`config.mk`:
```
export PLATFORM = sky130hd
export DESIGN_NAME = boot_deadman
export DESIGN_NICKNAME = d
export VERILOG_FILES = /design/src/rtl/bdm_pkg.sv /design/src/rtl/bdm_tick_sync.sv /design/src/rtl/bdm_window_cnt.sv /design/src/rtl/bdm_led_flash.sv /design/src/rtl/boot_deadman.sv
export SDC_FILE = /design/constraint.sdc
export NUM_CORES = 1
export LEC_CHECK = 0
export BUFFER_PORTS_ARGS = -buffer_cell sky130_fd_sc_hd__buf_2
export CORE_ASPECT_RATIO = 0.9
export CORE_UTILIZATION = 38
export CTS_CLUSTER_SIZE = 16
export DETAILED_ROUTE_END_ITERATION = 6
export MAX_ROUTING_LAYER = met4
export PLACE_DENSITY = 0.6
export SLEW_MARGIN = 5
export SYNTH_ARGS = -nofsm -noshare
export SYNTH_HDL_FRONTEND = slang
export SYNTH_HIERARCHICAL = 1
export SYNTH_SLANG_ARGS = --single-unit
export TNS_END_PERCENT = 20
```
`constraint.sdc`:
```
create_clock -name clk_i -period 2.5 [get_ports clk_i]
set_input_delay 0.5 -clock clk_i [delete_from_list [all_inputs] [get_ports clk_i]]
set_output_delay 0.5 -clock clk_i [all_outputs]
set_load 0.02 [all_outputs]
```
`src/rtl/bdm_pkg.sv`:
```
package bdm_pkg;

   typedef enum logic [1:0] {
      BDM_INIT  = 2'd0,
      BDM_COUNT = 2'd1,
      BDM_OVF   = 2'd2,
      BDM_OFF   = 2'd3
   } bdm_state_e;

endpackage

```
`src/rtl/bdm_tick_sync.sv`:
```
module bdm_tick_sync #(
   parameter int SYNC_STAGES = 2
) (
   input  logic clk_i,
   input  logic rst_ni,
   input  logic tbase_i,
   output logic tick_o
);

   localparam int LAST = SYNC_STAGES - 1;

   if (SYNC_STAGES < 2) begin : g_bad_stages
      $error("bdm_tick_sync: SYNC_STAGES must be at least 2");
   end

   logic [SYNC_STAGES-1:0] sync_q;
   logic                   seen_q;

   for (genvar g = 0; g < SYNC_STAGES; g++) begin : g_stage
      if (g == 0) begin : g_first
         always_ff @(posedge clk_i or negedge rst_ni) begin
            if (!rst_ni) sync_q[g] <= 1'b0;
            else         sync_q[g] <= tbase_i;
         end
      end else begin : g_next
         always_ff @(posedge clk_i or negedge rst_ni) begin
            if (!rst_ni) sync_q[g] <= 1'b0;
            else         sync_q[g] <= sync_q[g-1];
         end
      end
   end

   always_ff @(posedge clk_i or negedge rst_ni) begin
      if (!rst_ni) seen_q <= 1'b0;
      else         seen_q <= sync_q[LAST];
   end

   assign tick_o = sync_q[LAST] & ~seen_q;


   tick_single_chk: assert property (@(posedge clk_i) disable iff (!rst_ni)
      tick_o |=> !tick_o);

endmodule

```
`src/rtl/bdm_window_cnt.sv`:
```
module bdm_window_cnt #(
   parameter int CNT_W = 11
) (
   input  logic clk_i,
   input  logic rst_ni,
   input  logic clr_i,
   input  logic en_i,
   output logic carry_o
);

   localparam logic [CNT_W-1:0] CNT_TOP = '1;

   if (CNT_W < 2 || CNT_W > 24) begin : g_bad_width
      $error("bdm_window_cnt: CNT_W out of range 2..24");
   end

   logic [CNT_W-1:0] cnt_q;

   assign carry_o = en_i & (cnt_q == CNT_TOP);

   always_ff @(posedge clk_i or negedge rst_ni) begin
      if (!rst_ni)                  cnt_q <= '0;
      else if (clr_i)               cnt_q <= '0;
      else if (en_i && !carry_o)    cnt_q <= cnt_q + 1'b1;
   end


   cnt_step_chk: assert property (@(posedge clk_i) disable iff (!rst_ni)
      (en_i && !clr_i && !carry_o) |=> (cnt_q == $past(cnt_q) + 1'b1));


   cnt_clear_chk: assert property (@(posedge clk_i) disable iff (!rst_ni)
      clr_i |=> (cnt_q == '0));

endmodule

```
`src/rtl/bdm_led_flash.sv`:
```
module bdm_led_flash #(
   parameter int DIV_LOG2 = 13
) (
   input  logic clk_i,
   input  logic rst_ni,
   input  logic active_i,
   input  logic tick_i,
   output logic led_n_o
);

   if (DIV_LOG2 < 0 || DIV_LOG2 > 24) begin : g_bad_div
      $error("bdm_led_flash: DIV_LOG2 out of range 0..24");
   end

   logic phase_q;
   logic flip;

   if (DIV_LOG2 == 0) begin : g_every_tick
      assign flip = tick_i;
   end else begin : g_divided
      localparam logic [DIV_LOG2-1:0] DIV_TOP = '1;
      logic [DIV_LOG2-1:0] div_q;

      assign flip = tick_i & (div_q == DIV_TOP);

      always_ff @(posedge clk_i or negedge rst_ni) begin
         if (!rst_ni)        div_q <= '0;
         else if (!active_i) div_q <= '0;
         else if (tick_i)    div_q <= div_q + 1'b1;
      end
   end

   always_ff @(posedge clk_i or negedge rst_ni) begin
      if (!rst_ni)        phase_q <= 1'b0;
      else if (!active_i) phase_q <= 1'b0;
      else if (flip)      phase_q <= ~phase_q;
   end

   assign led_n_o = ~active_i | phase_q;


   led_hold_chk: assert property (@(posedge clk_i) disable iff (!rst_ni)
      (active_i && !tick_i) |=> $stable(phase_q));

endmodule

```
`src/rtl/boot_deadman.sv`:
```
module boot_deadman #(
   parameter int CNT_W        = 11,
   parameter int LED_DIV_LOG2 = 13,
   parameter int SYNC_STAGES  = 2
) (
   input  logic clk_i,
   input  logic por_ni,
   input  logic tbase_i,
   input  logic prog_mode_i,
   input  logic cpu_rst_i,
   input  logic test_mode_i,
   input  logic fw_disable_i,
   output logic overflow_o,
   output logic led_n_o
);
   import bdm_pkg::*;

   bdm_state_e state_q, state_d;
   logic       ovf_q, ovf_d;
   logic       test_q;
   logic       test_chg;
   logic       tick;
   logic       cnt_clr;
   logic       cnt_en;
   logic       win_carry;
   logic       hold_rst;

   assign test_chg = test_mode_i ^ test_q;
   assign hold_rst = cpu_rst_i & ~test_mode_i;

   bdm_tick_sync #(
      .SYNC_STAGES(SYNC_STAGES)
   ) i_sync (
      .clk_i  (clk_i),
      .rst_ni (por_ni),
      .tbase_i(tbase_i),
      .tick_o (tick)
   );

   assign cnt_en = (state_q == BDM_COUNT) & tick & ~prog_mode_i & ~test_chg
                   & ~hold_rst & ~fw_disable_i;

   bdm_window_cnt #(
      .CNT_W(CNT_W)
   ) i_window (
      .clk_i  (clk_i),
      .rst_ni (por_ni),
      .clr_i  (cnt_clr),
      .en_i   (cnt_en),
      .carry_o(win_carry)
   );

   bdm_led_flash #(
      .DIV_LOG2(LED_DIV_LOG2)
   ) i_led (
      .clk_i   (clk_i),
      .rst_ni  (por_ni),
      .active_i(state_q == BDM_OVF),
      .tick_i  (tick),
      .led_n_o (led_n_o)
   );

   always_comb begin
      state_d = state_q;
      ovf_d   = ovf_q;
      cnt_clr = 1'b0;
      if (prog_mode_i) begin
         state_d = BDM_INIT;
         cnt_clr = 1'b1;
      end else if (test_chg) begin
         state_d = BDM_INIT;
         cnt_clr = 1'b1;
         ovf_d   = 1'b0;
      end else begin
         unique case (state_q)
            BDM_INIT: begin
               cnt_clr = 1'b1;
               if (!hold_rst) state_d = BDM_COUNT;
            end
            BDM_COUNT: begin
               if (hold_rst) begin
                  state_d = BDM_INIT;
                  cnt_clr = 1'b1;
               end else if (fw_disable_i) begin
                  state_d = BDM_OFF;
               end else if (win_carry) begin
                  state_d = BDM_OVF;
                  ovf_d   = 1'b1;
               end
            end
            BDM_OVF: state_d = BDM_OVF;
            BDM_OFF: state_d = BDM_OFF;
            default: state_d = BDM_INIT;
         endcase
      end
   end

   always_ff @(posedge clk_i or negedge por_ni) begin
      if (!por_ni) begin
         state_q <= BDM_INIT;
         ovf_q   <= 1'b0;
         test_q  <= 1'b0;
      end else begin
         state_q <= state_d;
         ovf_q   <= ovf_d;
         test_q  <= test_mode_i;
      end
   end

   assign overflow_o = ovf_q;


   dark_unless_ovf_chk: assert property (@(posedge clk_i) disable iff (!por_ni)
      (state_q != BDM_OVF) |-> led_n_o);


   carry_ovf_chk: assert property (@(posedge clk_i) disable iff (!por_ni)
      win_carry |=> (state_q == BDM_OVF && overflow_o && !led_n_o));


   off_hold_chk: assert property (@(posedge clk_i) disable iff (!por_ni)
      (state_q == BDM_OFF && !prog_mode_i && !test_chg) |=> (state_q == BDM_OFF));


   test_restart_chk: assert property (@(posedge clk_i) disable iff (!por_ni)
      (test_chg && !prog_mode_i) |=> (state_q == BDM_INIT && !overflow_o));


   prog_init_chk: assert property (@(posedge clk_i) disable iff (!por_ni)
      prog_mode_i |=> (state_q == BDM_INIT && led_n_o));


   rst_over_dis_chk: assert property (@(posedge clk_i) disable iff (!por_ni)
      (state_q == BDM_COUNT && hold_rst && fw_disable_i && !prog_mode_i && !test_chg)
      |=> (state_q == BDM_INIT));


   ovf_sticky_chk: assert property (@(posedge clk_i) disable iff (!por_ni)
      (overflow_o && !test_chg) |=> overflow_o);

endmodule

```
## After elaboration in Yosys (flattened, before gate mapping)

Cells that the tools add are included.
Widths: inputs -> output; s select.

| operators by class | value |
|---|---|
| add/sub/neg operators | 2 |
| eq/ne operators | 11 |
| multiplexer cells | 22 |
| bitwise logic cells | 19 |
| reduce and logical (&&, ||, !) cells | 8 |

Operators with widths:

| cell | count |
|---|---|
| $mux 13 | 2 |
| $mux 11 | 2 |
| $add 13x1->13 const B | 1 |
| $eq 13x13->1 const B | 1 |
| $mux 2 | 6 |
| $add 11x1->11 const B | 1 |
| $eq 11x11->1 const B | 1 |
| $mux 1 | 10 |
| $and 1x1->1 | 9 |
| $not 1->1 | 8 |
| $pmux 2 s4 | 1 |
| $ne 2x2->1 const B | 3 |
| $ne 6x5->1 const B | 1 |
| $reduce_bool 2->1 | 3 |
| $reduce_and 5->1 | 1 |
| $eq 2x2->1 const B | 2 |
| $ne 4x4->1 const B | 1 |
| $eq 2x1->1 const B | 1 |
| $logic_not 2->1 | 1 |
| $ne 2x1->1 const B | 1 |
| $pmux 1 s2 | 1 |
| $reduce_and 2->1 | 1 |
| $logic_and 1x1->1 | 1 |
| $logic_not 1->1 | 1 |
| other kinds (2) | 2 |

| word-level totals | value |
|---|---|
| flip-flop bits (word level) | 32 |
| input bits | 7 |
| output and inout bits | 2 |
| logic and storage cells | 71 |

## Depth between registers and ports, before layout

Gate-level depths: netlist (run 1).

| logic depth | value |
|---|---|
| depth after elaboration | 14 |
| depth in mapped cells | 9 |
| depth with buffers taken out | 8 |

## Hierarchy

The synthesis (run 1) kept the hierarchy.

By module, submodules not included:

| module | times used | cells an instance | area each (um^2) | sequential area each (um^2) |
|---|---|---|---|---|
| bdm_led_flash | 1 | 70 | 759.5 | 350.3 |
| bdm_window_cnt | 1 | 66 | 626.9 | 275.3 |
| boot_deadman | 1 | 25 | 245.2 | 100.1 |
| bdm_tick_sync | 1 | 4 | 88.8 | 75.1 |

## Least setup slack after synthesis (run 1)

No wires, ideal clock.

| timing path | value |
|---|---|
| path type | input to register |
| from | input port cpu_rst_i |
| to | register i_window.cnt_q[7] |
| setup time | 78 ps |
| arrival | 1,915 ps |
| data required time | 2,422 ps |
| path slack | 507 ps |
| stages | 7 |
| buffers on the path | 1 |
| cells stage by stage | nor2b_1 -> nor4b_1 -> and3_1 -> clkbuf_2 -> nand4_4 -> or4_1 -> a21oi_1 |

| between the ends | value |
|---|---|
| word-level cells in the longest chain between the ends | 8 |
| elaborated cells between the ends (all ways) | 13 |
| those cells by class | mux (5); bitwise (5); reduce/logical (3) |

Ends and longest elaborated chain:

| element | line | text |
|---|---|---|
| start: declaration | boot_deadman.sv:10 | `input logic cpu_rst_i,` |
| $and 1x1->1 * | boot_deadman.sv:29 | `assign hold_rst = cpu_rst_i & ~test_mode_i;` |
| $not 1->1 * | boot_deadman.sv:41 | `& ~hold_rst & ~fw_disable_i;` |
| $and 1x1->1 * (2 in series) | boot_deadman.sv:41 |  |
| net cnt_en | boot_deadman.sv:24 | `logic cnt_en;` |
| $and 1x1->1 | bdm_window_cnt.sv:19 | `assign carry_o = en_i & (cnt_q == CNT_TOP);` |
| $logic_not 1->1 | bdm_window_cnt.sv:24 | `else if (en_i && !carry_o) cnt_q <= cnt_q + 1'b1;` |
| $logic_and 1x1->1 * | bdm_window_cnt.sv:24 |  |
| $reduce_bool 2->1 (no source line) * | - |  |
| end signal: assignment | bdm_window_cnt.sv:24 |  |
| end: declaration | bdm_window_cnt.sv:17 | `logic [CNT_W-1:0] cnt_q;` |

The timed path passes the listed nets; every way through them passes the cells marked *.
A chain may end at the register's enable or synchronous reset.

## Worst setup path in the final report (run 1)

| timing path | value |
|---|---|
| from | register test_q |
| to | register ovf_q (netlist: overflow_o) |

| between the ends | value |
|---|---|
| word-level cells in the longest chain between the ends | 8 |
| elaborated cells between the ends (all ways) | 12 |
| those cells by class | eq/ne (2); mux (1); bitwise (6); reduce/logical (3) |

Ends and longest elaborated chain:

| element | line | text |
|---|---|---|
| start: declaration | boot_deadman.sv:20 | `logic test_q;` |
| start signal: assignment | boot_deadman.sv:106 | `test_q <= test_mode_i;` |
| $xor 1x1->1 | boot_deadman.sv:28 | `assign test_chg = test_mode_i ^ test_q;` |
| $not 1->1 | boot_deadman.sv:40 | `assign cnt_en = (state_q == BDM_COUNT) & tick & ~prog_mode_i & ~test_chg` |
| $and 1x1->1 | boot_deadman.sv:40 |  |
| $and 1x1->1 (2 in series) | boot_deadman.sv:41 |  |
| net cnt_en | boot_deadman.sv:24 |  |
| $and 1x1->1 | bdm_window_cnt.sv:19 |  |
| net win_carry | boot_deadman.sv:25 | `logic win_carry;` |
| $reduce_bool 2->1 (no source line) | - |  |
| $reduce_and 5->1 (no source line) | - |  |
| end signal: assignment | boot_deadman.sv:105 | `ovf_q <= ovf_d;` |
| end: declaration | boot_deadman.sv:19 | `logic ovf_q, ovf_d;` |

The timed path passes the listed nets, and every way through them passes these cells.

==> results.md, run 1 <==
* FMAX at 0.493 GHz
* Routed Antenna Nets at 0
* Crit share post-route at 81.1%
* Worst Setup Start Kind: register
* FP Rows at 22
* YS warnings at 6
* Sequential-to-total area share from yosys stat at 46.5%
* Area growth, synth to finish at 11.2%
* Clock period minus worst slack at 2.03 ns
* CTS Hold Buffers Added at 0
* Worst path buffer plus inverter count at 0
* EDFF count, synth at 0
* Max-cap violation count at 0
* Pin count of the biggest net entering global routing at 33
* Die area at 4800 µm²
* Final hold vios at 0
* Placed cell area at 1820 µm²
* Die height at 65.8 µm
* Worst EP arrival at 2.24 ns
* Worst slew pin tran at 0.718 ns
* Post-Syn Instances at 165
* Ys async rst share at 100%
* CP peak stage delay at 0.40 ns
* Mapped Avg Cell Area at 10.4 µm²
* Cells along the critical path: xnor2_1, and2b_4, and3_1, nand3_1, nor3_1, nor4b_2, a31oi_1, nor2_1
* Pwr dens at 515 nW/µm²
* Final Skew at 0.00588 ns
* Most used DFF post-synth: dfrtp_1
* Width of the chip at 72.9 µm
* Setup violators final at 0
* # diodes at 0
* I/O pin cnt at 9
* Final wirelength at 3.26 mm
* Post-CTS Resized at 0
* Routability cong. at 0.777
* Hold WC Path Type: primary input to async pin
* Avg WL per Cell at 13.7 µm
* Worst-skew pair later-pin latency at 0.28 ns
* Placed Cells at 230
* Post-layout instance area at 1910 µm²
* Crit-path leading delay family: simple AND/OR/NAND/NOR gates
* Filler cell count at 376
* Status: completed
* DPL Wire Length at 2.29 mm
* Fin nets at 186
* Root Driver: clkbuf_8
* Dominant cell type by area after synthesis: dfrtp_1
* Register bit count reported by yosys at 32
* Port-buffer cells at 8
* Mapped cell area at 1720 µm²
* Max Root-Sink Buffers at 2
* CP Capture Type: register
* Layout cells sized above 1 at 17.4%
* Setup_tns at 0 ns
* CTS tree: done
* Fin cells at 238
* Final number of max-transition violations at 0
* Via count at 1282
* Vias in the first global route at 1336
* CTS buffer count at 5
* DR DRC count at 0
* Clock slew at reported path FFs at 0.07 ns
* Sinks on the clock net at 32
* First-pass GRT wire length at 5.82 mm
* Critical-path top delay cell: dfrtp_1
* Crit path required time at 2.71 ns
* Slew headroom at 52.2%
* Total gr overflow at 0
* H-tree depth at 2
* Maximum vdd ir drop at 288 µV
* Syn Nets at 174
* Total GRT Usage at 16.7%
* Setup Buffers After CTS at 0
* Area fraction of the dominant cell type after synthesis at 46.5%
* TritonRoute pass-1 iters at 4
* Initial antenna violation count at 0
* Drt initial violations at 54
* Initial core utilization at 40.8%
* Synth area leaders: dfrtp_1 47%, nand4_4 3.7%, and2_1 3.3%
* RSZ-0062 raised after global routing: false
* Vias/cell at 5.39
* Static Leak at 0.853 nW
* Netlist cell types at 46
* CP Max Fanout at 4
* Core Region at 4210 µm²
* Critical setup path kind: register to register
* WHS at 0.263 ns
-- sequential cells by signal, summed over array words and instances (netlist names) --
register / count
state_q: 2
test_q: 1
i_window/cnt_q: 11
i_led/phase_q: 1
i_sync/sync_q: 2
overflow_o: 1
i_sync/seen_q: 1
i_led/g_divided.div_q: 13
-- routing by layer --
metal,GRT usage (%),up-vias,wire (µm),part of all wire [%]
met4,6.86,0,62,1.9
met2,26.4,36,1520,47
met3,5.34,7,144,4.4
li1,-,614,-,-
met1,19.9,625,1530,47
met5,-,-,0,0
-- path summary, 6_finish.rpt --
kind | start | end | slack, ns | cells after the start
min in group clk_i | tbase_i | i_sync/sync_q[0]$_DFF_PN0_ | 0.32 | 1
worst min-delay path | por_ni | i_led/g_divided.div_q[10]$_DFFE_PN0P_ | 0.26 | 1
worst max-delay path | test_q$_DFF_PN0_ | overflow_o$_DFFE_PN0P_ | 0.47 | 8
worst min register to register | i_sync/sync_q[0]$_DFF_PN0_ | i_sync/sync_q[1]$_DFF_PN0_ | 0.36 | 0
worst max register to register | test_q$_DFF_PN0_ | overflow_o$_DFFE_PN0P_ | 0.47 | 8
max in group asynchronous | por_ni | i_window/cnt_q[7]$_DFFE_PN0P_ | 1.77 | 1
-- worst reg2reg max path: stages, from the launching register on --
cell and delay [ns]:
dfrtp_1 0.40, xnor2_1 0.20, and2b_4 0.20, and3_1 0.25, nand3_1 0.12, nor3_1 0.28
nor4b_2 0.27, a31oi_1 0.12, nor2_1 0.12
-- cell usage in the layout (no fill, tap or decap), types with 4 or more instances in the layout --
cell type  Yosys  routed
xor2_1         5       5
buf_2          1       8
nor3_1         7       7
nand3_1        8       8
nand2_1       12      12
nor2b_1        4       4
clkbuf_8       0       6
dfrtp_1       32      32
and2_1         9       9
a21oi_1        7       7
mux2i_1        4       4
nor2_1        13      13
and3_1         4       4
nand4_1        4       4
xnor2_1        6       6
inv_1          4       4
nand2b_1       4       4
-- power by group --
| group | total [W] | switching (W) | internal, W | leakage, nW |
|---|---|---|---|---|
| combinational | 0.0000448 | 0.0000285 | 0.0000163 | 0.365 |
| sequential | 0.000529 | 0.00000576 | 0.000523 | 0.437 |
| clock | 0.000411 | 0.000192 | 0.000219 | 0.0510 |
| total | 0.000985 | 0.000226 | 0.000759 | 0.853 |
-- cell usage after synthesis (2+ instances only) --
cell type	instances
inv_1	4
xor2_1	5
or4_1	3
and2_1	9
nand4_1	4
a21oi_1	7
nand2b_1	4
nand4_4	3
nor4_2	2
dfrtp_1	32
nand3_1	8
nor3_1	7
o21ai_0	3
ha_1	2
and3_1	4
o31ai_1	3
mux2i_1	4
a31oi_1	2
nor2b_1	4
nand2_1	12
xnor2_1	6
nor2_1	13
-- cells by family after synthesis --
group,share of synthesized area (%)
fa+ha+maj,1.45
simple gates,31.4
xor+xnor,5.60
mux,2.98
flops,46.5
buf+inv,2.62
compound gates,9.38
-- area by class of cell --
type	count	area, µm²	area share [%]
clock buffer	6	82.6	4.32
inverter	4	15.0	0.785
timing repair buffer	10	55.1	2.88
multi-input combinational	124	875	45.7
clock inverter	2	10.0	0.523
tap	60	75.1	3.92
sequential	32	801	41.9
-- through the flow --
stage	utilization (%)	setup slack, ns	power (W)
after CTS	45.4	0.477	0.000997
after global placement	43.2	0.382	0.000580
after floorplan	-	0.507	0.000561
final	45.4	0.472	0.000985
after global routing	45.4	0.303	0.00103
after detailed placement	43.2	0.238	0.000584
Power figures use the tool's default switching activity.
==> run 2: changes to the inputs <==
--- a/config.mk
+++ b/config.mk
@@ -5,6 +5,7 @@
 export SDC_FILE = /design/constraint.sdc
 export NUM_CORES = 1
 export LEC_CHECK = 0
+export ABC_AREA = 1
 export BUFFER_PORTS_ARGS = -buffer_cell sky130_fd_sc_hd__buf_2
 export CORE_ASPECT_RATIO = 0.9
 export CORE_UTILIZATION = 38
==> constraint.sdc (replaced) <==
create_clock -name clk_i -period 1.9 [get_ports clk_i]
set_input_delay 0.38 -clock clk_i [delete_from_list [all_inputs] [get_ports clk_i]]
set_output_delay 0.38 -clock clk_i [all_outputs]
set_load 0.02 [all_outputs]
==> run 2 against run 1 <==
Compared with the run above:
- final cell count rose by 45%
- sequential power is 31% higher
- via count increased by 25%
- synthesized cell count increased by 57%
- clock-buffer cell count down 1
- combinational power up 140%
- total power grew 48%
- register-to-register slack lost 0.23 ns
- design area up 14%
- sequential share of layout area down 5.1 points
- critical endpoint is now led_n_o
- largest cell class unchanged
- largest power group unchanged
==> results.md, run 2 <==
* Status: completed
* FMAX at 0.583 GHz
* Worst EP arrival at 1.33 ns (-0.91 ns)
* Top reg by flops: i_led/g_divided.div_q
* Worst reg-to-reg path cell count at 11 (+3)
* Initial core utilization at 39.4% (-1.4 points)
* Crit share post-route at 90.2%
* Crit-path leading delay family: buffers and inverters
* Fin cells at 345 (+45%)
* Biggest regs: i_led/g_divided.div_q (13), i_window/cnt_q (11)
* Setup_tns at 0 ns (unchanged)
* EDFF count, synth at 0 (unchanged)
* TritonRoute pass-1 iters at 4 (unchanged)
* Max Root-Sink Buffers at 2 (unchanged)
* Setup Buffers After CTS at 0 (unchanged)
* Register bit count reported by yosys at 32 (unchanged)
* Worst Setup Start Kind: register
* Flip-flop count of the largest register after layout at 13 (unchanged)
* First-pass GRT wire length at 6.50 mm (+12%)
* Count leader, synth: nand2_1
* Max-cap violation count at 0 (unchanged)
* Cells along the critical path: inv_1, nand2_1, inv_1, inv_2, nor2_1, inv_1, buf_2
* Port-buffer cells at 8 (unchanged)
* WHS at 0.199 ns (-0.0643 ns)
* Most common cell after layout, fill and taps aside: nand2_1
* DR DRC count at 0 (unchanged)
* Area fraction of the dominant cell type after synthesis at 42.0% (-4.5 points)
* RR Startpoint: state_q[1]$_DFFE_PN0P_
* Worst path buffer plus inverter count at 5 (+5)
* Utilization after layout at 45.0% (-0.42 points)
* Most frequent CP cell: inv_1
* Hold WC Path Type: primary input to register
* Pwr dens at 670 nW/µm² (+30%)
* Sinks on the clock net at 32 (unchanged)
* Sequential-to-total area share from yosys stat at 42.0% (-4.5 points)
* FP Rows at 24 (+9.1%)
* Hold depth at 1
* Width of the chip at 76.6 µm (+5.1%)
* Critical setup path kind: register to output port
* CP Capture Type: output port
* Netlist cell types at 26 (-43%)
* Worst slew pin tran at 0.332 ns (-0.386 ns)
* Most used DFF post-synth: dfrtp_1
* Total gr overflow at 0 (unchanged)
* Synth area leaders: dfrtp_1 42%, nand2_1 13%, nor2_1 8.3%
* Vias/cell at 4.64 (-14%)
* Routed Antenna Nets at 0 (unchanged)
* Clock period minus worst slack at 1.71 ns
* RSZ-0062 raised after global routing: false
* Layout cells sized above 1 at 18.2% (+0.80 points)
* Die height at 69.2 µm (+5.1%)
* Total GRT Usage at 16.1% (-0.68 points)
* Maximum vdd ir drop at 466 µV (+62%)
* # diodes at 0 (unchanged)
* CTS buffer count at 5 (unchanged)
* Pin count of the biggest net entering global routing at 26 (-21%)
* Via count at 1602 (+25%)
* Synth cell count leaders: 64 x nand2_1, 42 x nor2_1, 32 x dfrtp_1, 32 x inv_1, 27 x nand3_1
* H-tree depth at 2 (unchanged)
* Clock slew at reported path FFs at 0.07 ns (about the same)
* Placed Cells at 336 (+46%)
* Initial antenna violation count at 0 (unchanged)
* Setup violators final at 0 (unchanged)
* Fin nets at 288 (+55%)
* YS warnings at 6 (unchanged)
* Slew headroom at 77.9% (+26 points)
* Final wirelength at 3.64 mm (+12%)
* Worst-skew pair later-pin latency at 0.29 ns (about the same)
* Ys async rst share at 100% (unchanged)
* R2r endpoint: state_q[0]$_DFFE_PN0P_
* CP Max Fanout at 4 (unchanged)
* Core Region at 4830 µm² (+15%)
* CP peak stage delay at 0.40 ns (about the same)
* Most frequent cells in the layout: 64 x nand2_1, 42 x nor2_1, 32 x inv_1, 32 x dfrtp_1, 27 x nand3_1
* Routability cong. at 0.819 (+5.4%)
* Post-layout instance area at 2180 µm² (+14%)
* Placed cell area at 2050 µm² (+13%)
* Die area at 5300 µm² (+10%)
* Dominant cell type by area after synthesis: dfrtp_1
* Crit path required time at 1.52 ns (-1.19 ns)
* R2r setup slk at 0.24 ns (-0.23 ns)
* Final hold vios at 0 (unchanged)
* Mapped Avg Cell Area at 7.36 µm² (-29%)
* Static Leak at 0.991 nW (+16%)
* Area growth, synth to finish at 14.2%
* Final number of max-transition violations at 0 (unchanged)
* Critical-path top delay cell: dfrtp_1
* Final Skew at 0.00159 ns (-0.00429 ns)
* CTS tree: done
* Syn Nets at 268 (+54%)
* I/O pin cnt at 9 (unchanged)
* Worst hold path endpoint: i_sync/sync_q[0]$_DFF_PN0_
* Mapped cell area at 1910 µm² (+11%)
* Root Driver: clkbuf_8
* Worst hold start: tbase_i
* Vias in the first global route at 1511 (+13%)
* Avg WL per Cell at 10.5 µm (-23%)
* DPL Wire Length at 2.66 mm (+16%)
* Drt initial violations at 105 (+94%)
* Post-Syn Instances at 259 (+57%)
## run 2: cell types whose count changed after synthesis, moves of 5 or more
cell and delta:
a21oi_1 +5, inv_2 +5, nor2_2 +6, xor2_1 -5, inv_1 +28, nand2_1 +52, nor2_4 +6, nor2_1 +29
and2_1 -9, nand3_1 +19
## run 2: layout make-up
| cell class | count | area, µm² |
|---|---|---|
| Clock buffer | 5 | 68.8 |
| Clock inverter | 3 | 42.5 |
| Fill cell | 472 | 2660 |
| Inverter | 38 | 143 |
| Multi-Input combinational cell | 187 | 945 |
| Sequential cell | 32 | 801 |
| Tap cell | 65 | 81.3 |
| Timing Repair Buffer | 15 | 95.1 |
## run 2: repair_timing
item	CTS	global route
gates resized for setup	0	0
hold buffers	1	0
endpoints found under the setup margin	0	0
endpoints found under the hold margin	7	0
## run 2: per-layer routing
metal  global-route usage (%)  wire (µm)  up-vias
met3                     3.16         96        7
met4                     9.62         87        0
met2                     24.0       1570       18
li1                         -          -      853
met1                     20.1       1880      724
met5                        -          0        -
## run 2: cell families (layout without fill, tap and decap cells)
group | after synthesis | count (layout) | share of synthesized area, %
AND/OR/NAND/NOR | 161 | 161 | 40.8
buffers and inverters | 40 | 61 | 8.40
flip-flops | 32 | 32 | 42.0
AO/OA/AOI/OAI | 22 | 22 | 6.57
adder cells (fa/ha/maj) | 2 | 2 | 1.31
XOR/XNOR | 2 | 2 | 0.919
## run 2: where the power goes
part           internal [W]  total (W)  switching (W)
registers          0.000689   0.000694     0.00000547
clock network      0.000388   0.000656       0.000268
logic             0.0000350   0.000108      0.0000726
## run 2: worst reg2reg max path, cell delays in order (launching register included)
cell	delay (ns)
dfrtp_1	0.42
inv_1	0.10
nand2_2	0.07
nor2_4	0.16
nand3_1	0.09
nor2_1	0.12
inv_1	0.09
nor2_1	0.16
nor2_1	0.09
nand2_1	0.06
nor2_1	0.04
o21bai_1	0.14
## run 2: per-stage QoR
step | total power [W] | setup WS [ns]
2_1_floorplan | 0.000772 | 0.154
3_3_place_gp | 0.000813 | 0.292
3_5_place_dp | 0.000815 | 0.259
4_1_cts | 0.00149 | 0.169
5_1_grt | 0.00152 | 0.0518
6_report | 0.00146 | 0.186
## run 2: worst max-delay path by stage
| stage | start | endpoint | slack [ns] | depth (start not counted) |
|---|---|---|---|---|
| global route | state_q[0]$_DFFE_PN0P_ | led_n_o | 0.05 | 7 |
| detailed placement | test_mode_i | state_q[0]$_DFFE_PN0P_ | 0.26 | 12 |
| CTS | state_q[0]$_DFFE_PN0P_ | led_n_o | 0.17 | 7 |
| floorplan | i_sync/seen_q$_DFF_PN0_ | state_q[0]$_DFFE_PN0P_ | 0.15 | 9 |
| finish | state_q[0]$_DFFE_PN0P_ | led_n_o | 0.19 | 7 |
| global placement | test_mode_i | state_q[0]$_DFFE_PN0P_ | 0.29 | 12 |
==> run 3: changes to the inputs <==
--- a/config.mk
+++ b/config.mk
@@ -13,6 +13,7 @@
 export DETAILED_ROUTE_END_ITERATION = 6
 export MAX_ROUTING_LAYER = met4
 export PLACE_DENSITY = 0.6
+export REMOVE_ABC_BUFFERS = 1
 export SLEW_MARGIN = 5
 export SYNTH_ARGS = -nofsm -noshare
 export SYNTH_HDL_FRONTEND = slang
==> run 3 against run 2 <==
Compared with the run above:
- critical endpoint unchanged
- worst hold slack lost 0.078 ns
- non-clock buffer count decreased by 1
- final cell count down 0.29%
- routed wire length decreased by 3.2%
- highest routed layer unchanged
- sequential power hardly changed
- total power is 3.5% higher
- utilization up 0.10 points
==> results.md, run 3 (synthesized netlist as in run 2, its figures left out) <==
* Status: completed
* Fin cells at 344 (-0.29%)
* Drt initial violations at 70 (-33%)
* WL met1 at 1.84 mm (-1.9%)
* Setup Buffers After CTS at 0 (unchanged)
* Utilization after layout at 45.1% (+0.10 points)
* Sinks on the clock net at 32 (unchanged)
* Routed Antenna Nets at 0 (unchanged)
* Crit share post-route at 88.6% (-1.6 points)
* Port-buffer cells at 8 (unchanged)
* Post-CTS Resized at 0 (unchanged)
* Worst EP arrival at 1.30 ns (-0.03 ns)
* FMAX at 0.594 GHz (+1.8%)
* CP Capture Type: output port
* Most frequent cells in the layout: 64 x nand2_1, 42 x nor2_1, 32 x inv_1, 32 x dfrtp_1, 27 x nand3_1
* Die height at 69.2 µm (unchanged)
* Maximum vdd ir drop at 442 µV (-5.1%)
* Vias in the first global route at 1487 (-1.6%)
* Slew headroom at 72.4% (-5.4 points)
* Layout cells sized above 1 at 18.3% (+0.065 points)
* Critical setup path kind: register to output port
* Static Leak at 0.997 nW (+0.62%)
* Via count at 1576 (-1.6%)
* CP Max Fanout at 4 (unchanged)
* Placed Cells at 336 (unchanged)
* Max Root-Sink Buffers at 2 (unchanged)
* Max-cap violation count at 0 (unchanged)
* Routability cong. at 0.799 (-2.4%)
* Clock slew at reported path FFs at 0.07 ns (about the same)
* FP Rows at 24 (unchanged)
* Met3 WL at 132 µm (+38%)
* Final wirelength at 3.52 mm (-3.2%)
* Final number of max-transition violations at 0 (unchanged)
* Setup_tns at 0 ns (unchanged)
* Uppermost layer routed: met4
* Final hold vios at 0 (unchanged)
* Area growth, synth to finish at 14.4%
* Die area at 5300 µm² (unchanged)
* Core Region at 4830 µm² (unchanged)
* Total gr overflow at 0 (unchanged)
* Final Skew at 0.00283 ns (+0.00123 ns)
* Initial antenna violation count at 0 (unchanged)
* Vias/cell at 4.58 (-1.3%)
* Worst Setup Start Kind: register
* Fin nets at 287 (-0.35%)
* Hold WC Path Type: primary input to async pin
* TritonRoute pass-1 iters at 4 (unchanged)
* Root Driver: clkbuf_8
* CTS tree: done
* Flip-flop count of the largest register after layout at 13 (unchanged)
* Met2 WL at 1.50 mm (-4.8%)
* Top reg by flops: i_led/g_divided.div_q
* Total GRT Usage at 16.3% (+0.21 points)
* Pin count of the biggest net entering global routing at 33 (+27%)
* DR DRC count at 0 (unchanged)
* Worst-skew pair later-pin latency at 0.28 ns (about the same)
* Avg WL per Cell at 10.2 µm (-3.0%)
* DPL Wire Length at 2.57 mm (-3.4%)
* First-pass GRT wire length at 6.60 mm (+1.6%)
* CTS buffer count at 5 (unchanged)
* Initial core utilization at 39.4% (unchanged)
* Most common cell after layout, fill and taps aside: nand2_1
* Crit path required time at 1.52 ns (about the same)
* Clock period minus worst slack at 1.68 ns (-0.0310 ns)
* Biggest regs: i_led/g_divided.div_q (13), i_window/cnt_q (11)
* Worst reg-to-reg path cell count at 11 (unchanged)
* # diodes at 0 (unchanged)
* H-tree depth at 2 (unchanged)
* RSZ-0062 raised after global routing: false
* Width of the chip at 76.6 µm (unchanged)
* Setup violators final at 0 (unchanged)
* I/O pin cnt at 9 (unchanged)
* CTS Hold Buffers Added at 0 (-1)
* Pwr dens at 692 nW/µm² (+3.3%)
* Worst slew pin tran at 0.413 ns (+0.0817 ns)
[run 3: worst paths after layout]
kind	start	to	slack [ns]
setup / recovery	state_q[0]$_DFFE_PN0P_	led_n_o	0.22
min in group clk_i	tbase_i	i_sync/sync_q[0]$_DFF_PN0_	0.21
max in group asynchronous	por_ni	i_window/cnt_q[2]$_DFFE_PN0P_	1.49
hold reg to reg	i_sync/sync_q[0]$_DFF_PN0_	i_sync/sync_q[1]$_DFF_PN0_	0.35
setup reg to reg	state_q[1]$_DFFE_PN0P_	i_window/cnt_q[9]$_DFFE_PN0P_	0.27
hold / removal	por_ni	i_led/g_divided.div_q[3]$_DFFE_PN0P_	0.12
[run 3: worst max-delay path, cell delays in order, from the launching register on]
cell and delay (ns):
dfrtp_1 0.39, inv_1 0.08, nand2_1 0.07, inv_1 0.09
inv_2 0.07, nor2_1 0.13, inv_1 0.05, buf_2 0.15
[run 3: final cells by class]
| class | count | area, µm² |
|---|---|---|
| fillers | 481 | 2650 |
| multi-input cells | 187 | 945 |
| flip-flops and latches | 32 | 801 |
| inverters | 38 | 143 |
| clock buffers | 7 | 96.3 |
| repair buffers | 14 | 85.1 |
| well taps | 65 | 81.3 |
| clock inverters | 1 | 30.0 |
[run 3: routing by layer]
metal / track usage (%) / vias up
met5: - / -
met4: 5.77 / 0
met3: 3.55 / 5
met2: 24.0 / 29
met1: 22.0 / 700
li1: - / 842
[run 3: stage by stage]
stage               total power, W  area (µm²)  hold WS [ns]  setup slack, ns
detailed placement        0.000814        2050         0.340            0.262
global placement          0.000814        2050         0.334            0.301
floorplan                 0.000770        1890        0.0844            0.154
global route               0.00159        2180         0.145            0.116
finish                     0.00151        2180         0.121            0.217
CTS                        0.00154        2180         0.129            0.196
[run 3: power breakdown]
| group | switching [W] | total, W | internal (W) | leakage (nW) |
|---|---|---|---|---|
| logic | 0.0000711 | 0.000105 | 0.0000336 | 0.496 |
| registers | 0.00000524 | 0.000694 | 0.000689 | 0.437 |
| clock network | 0.000248 | 0.000710 | 0.000463 | 0.0645 |
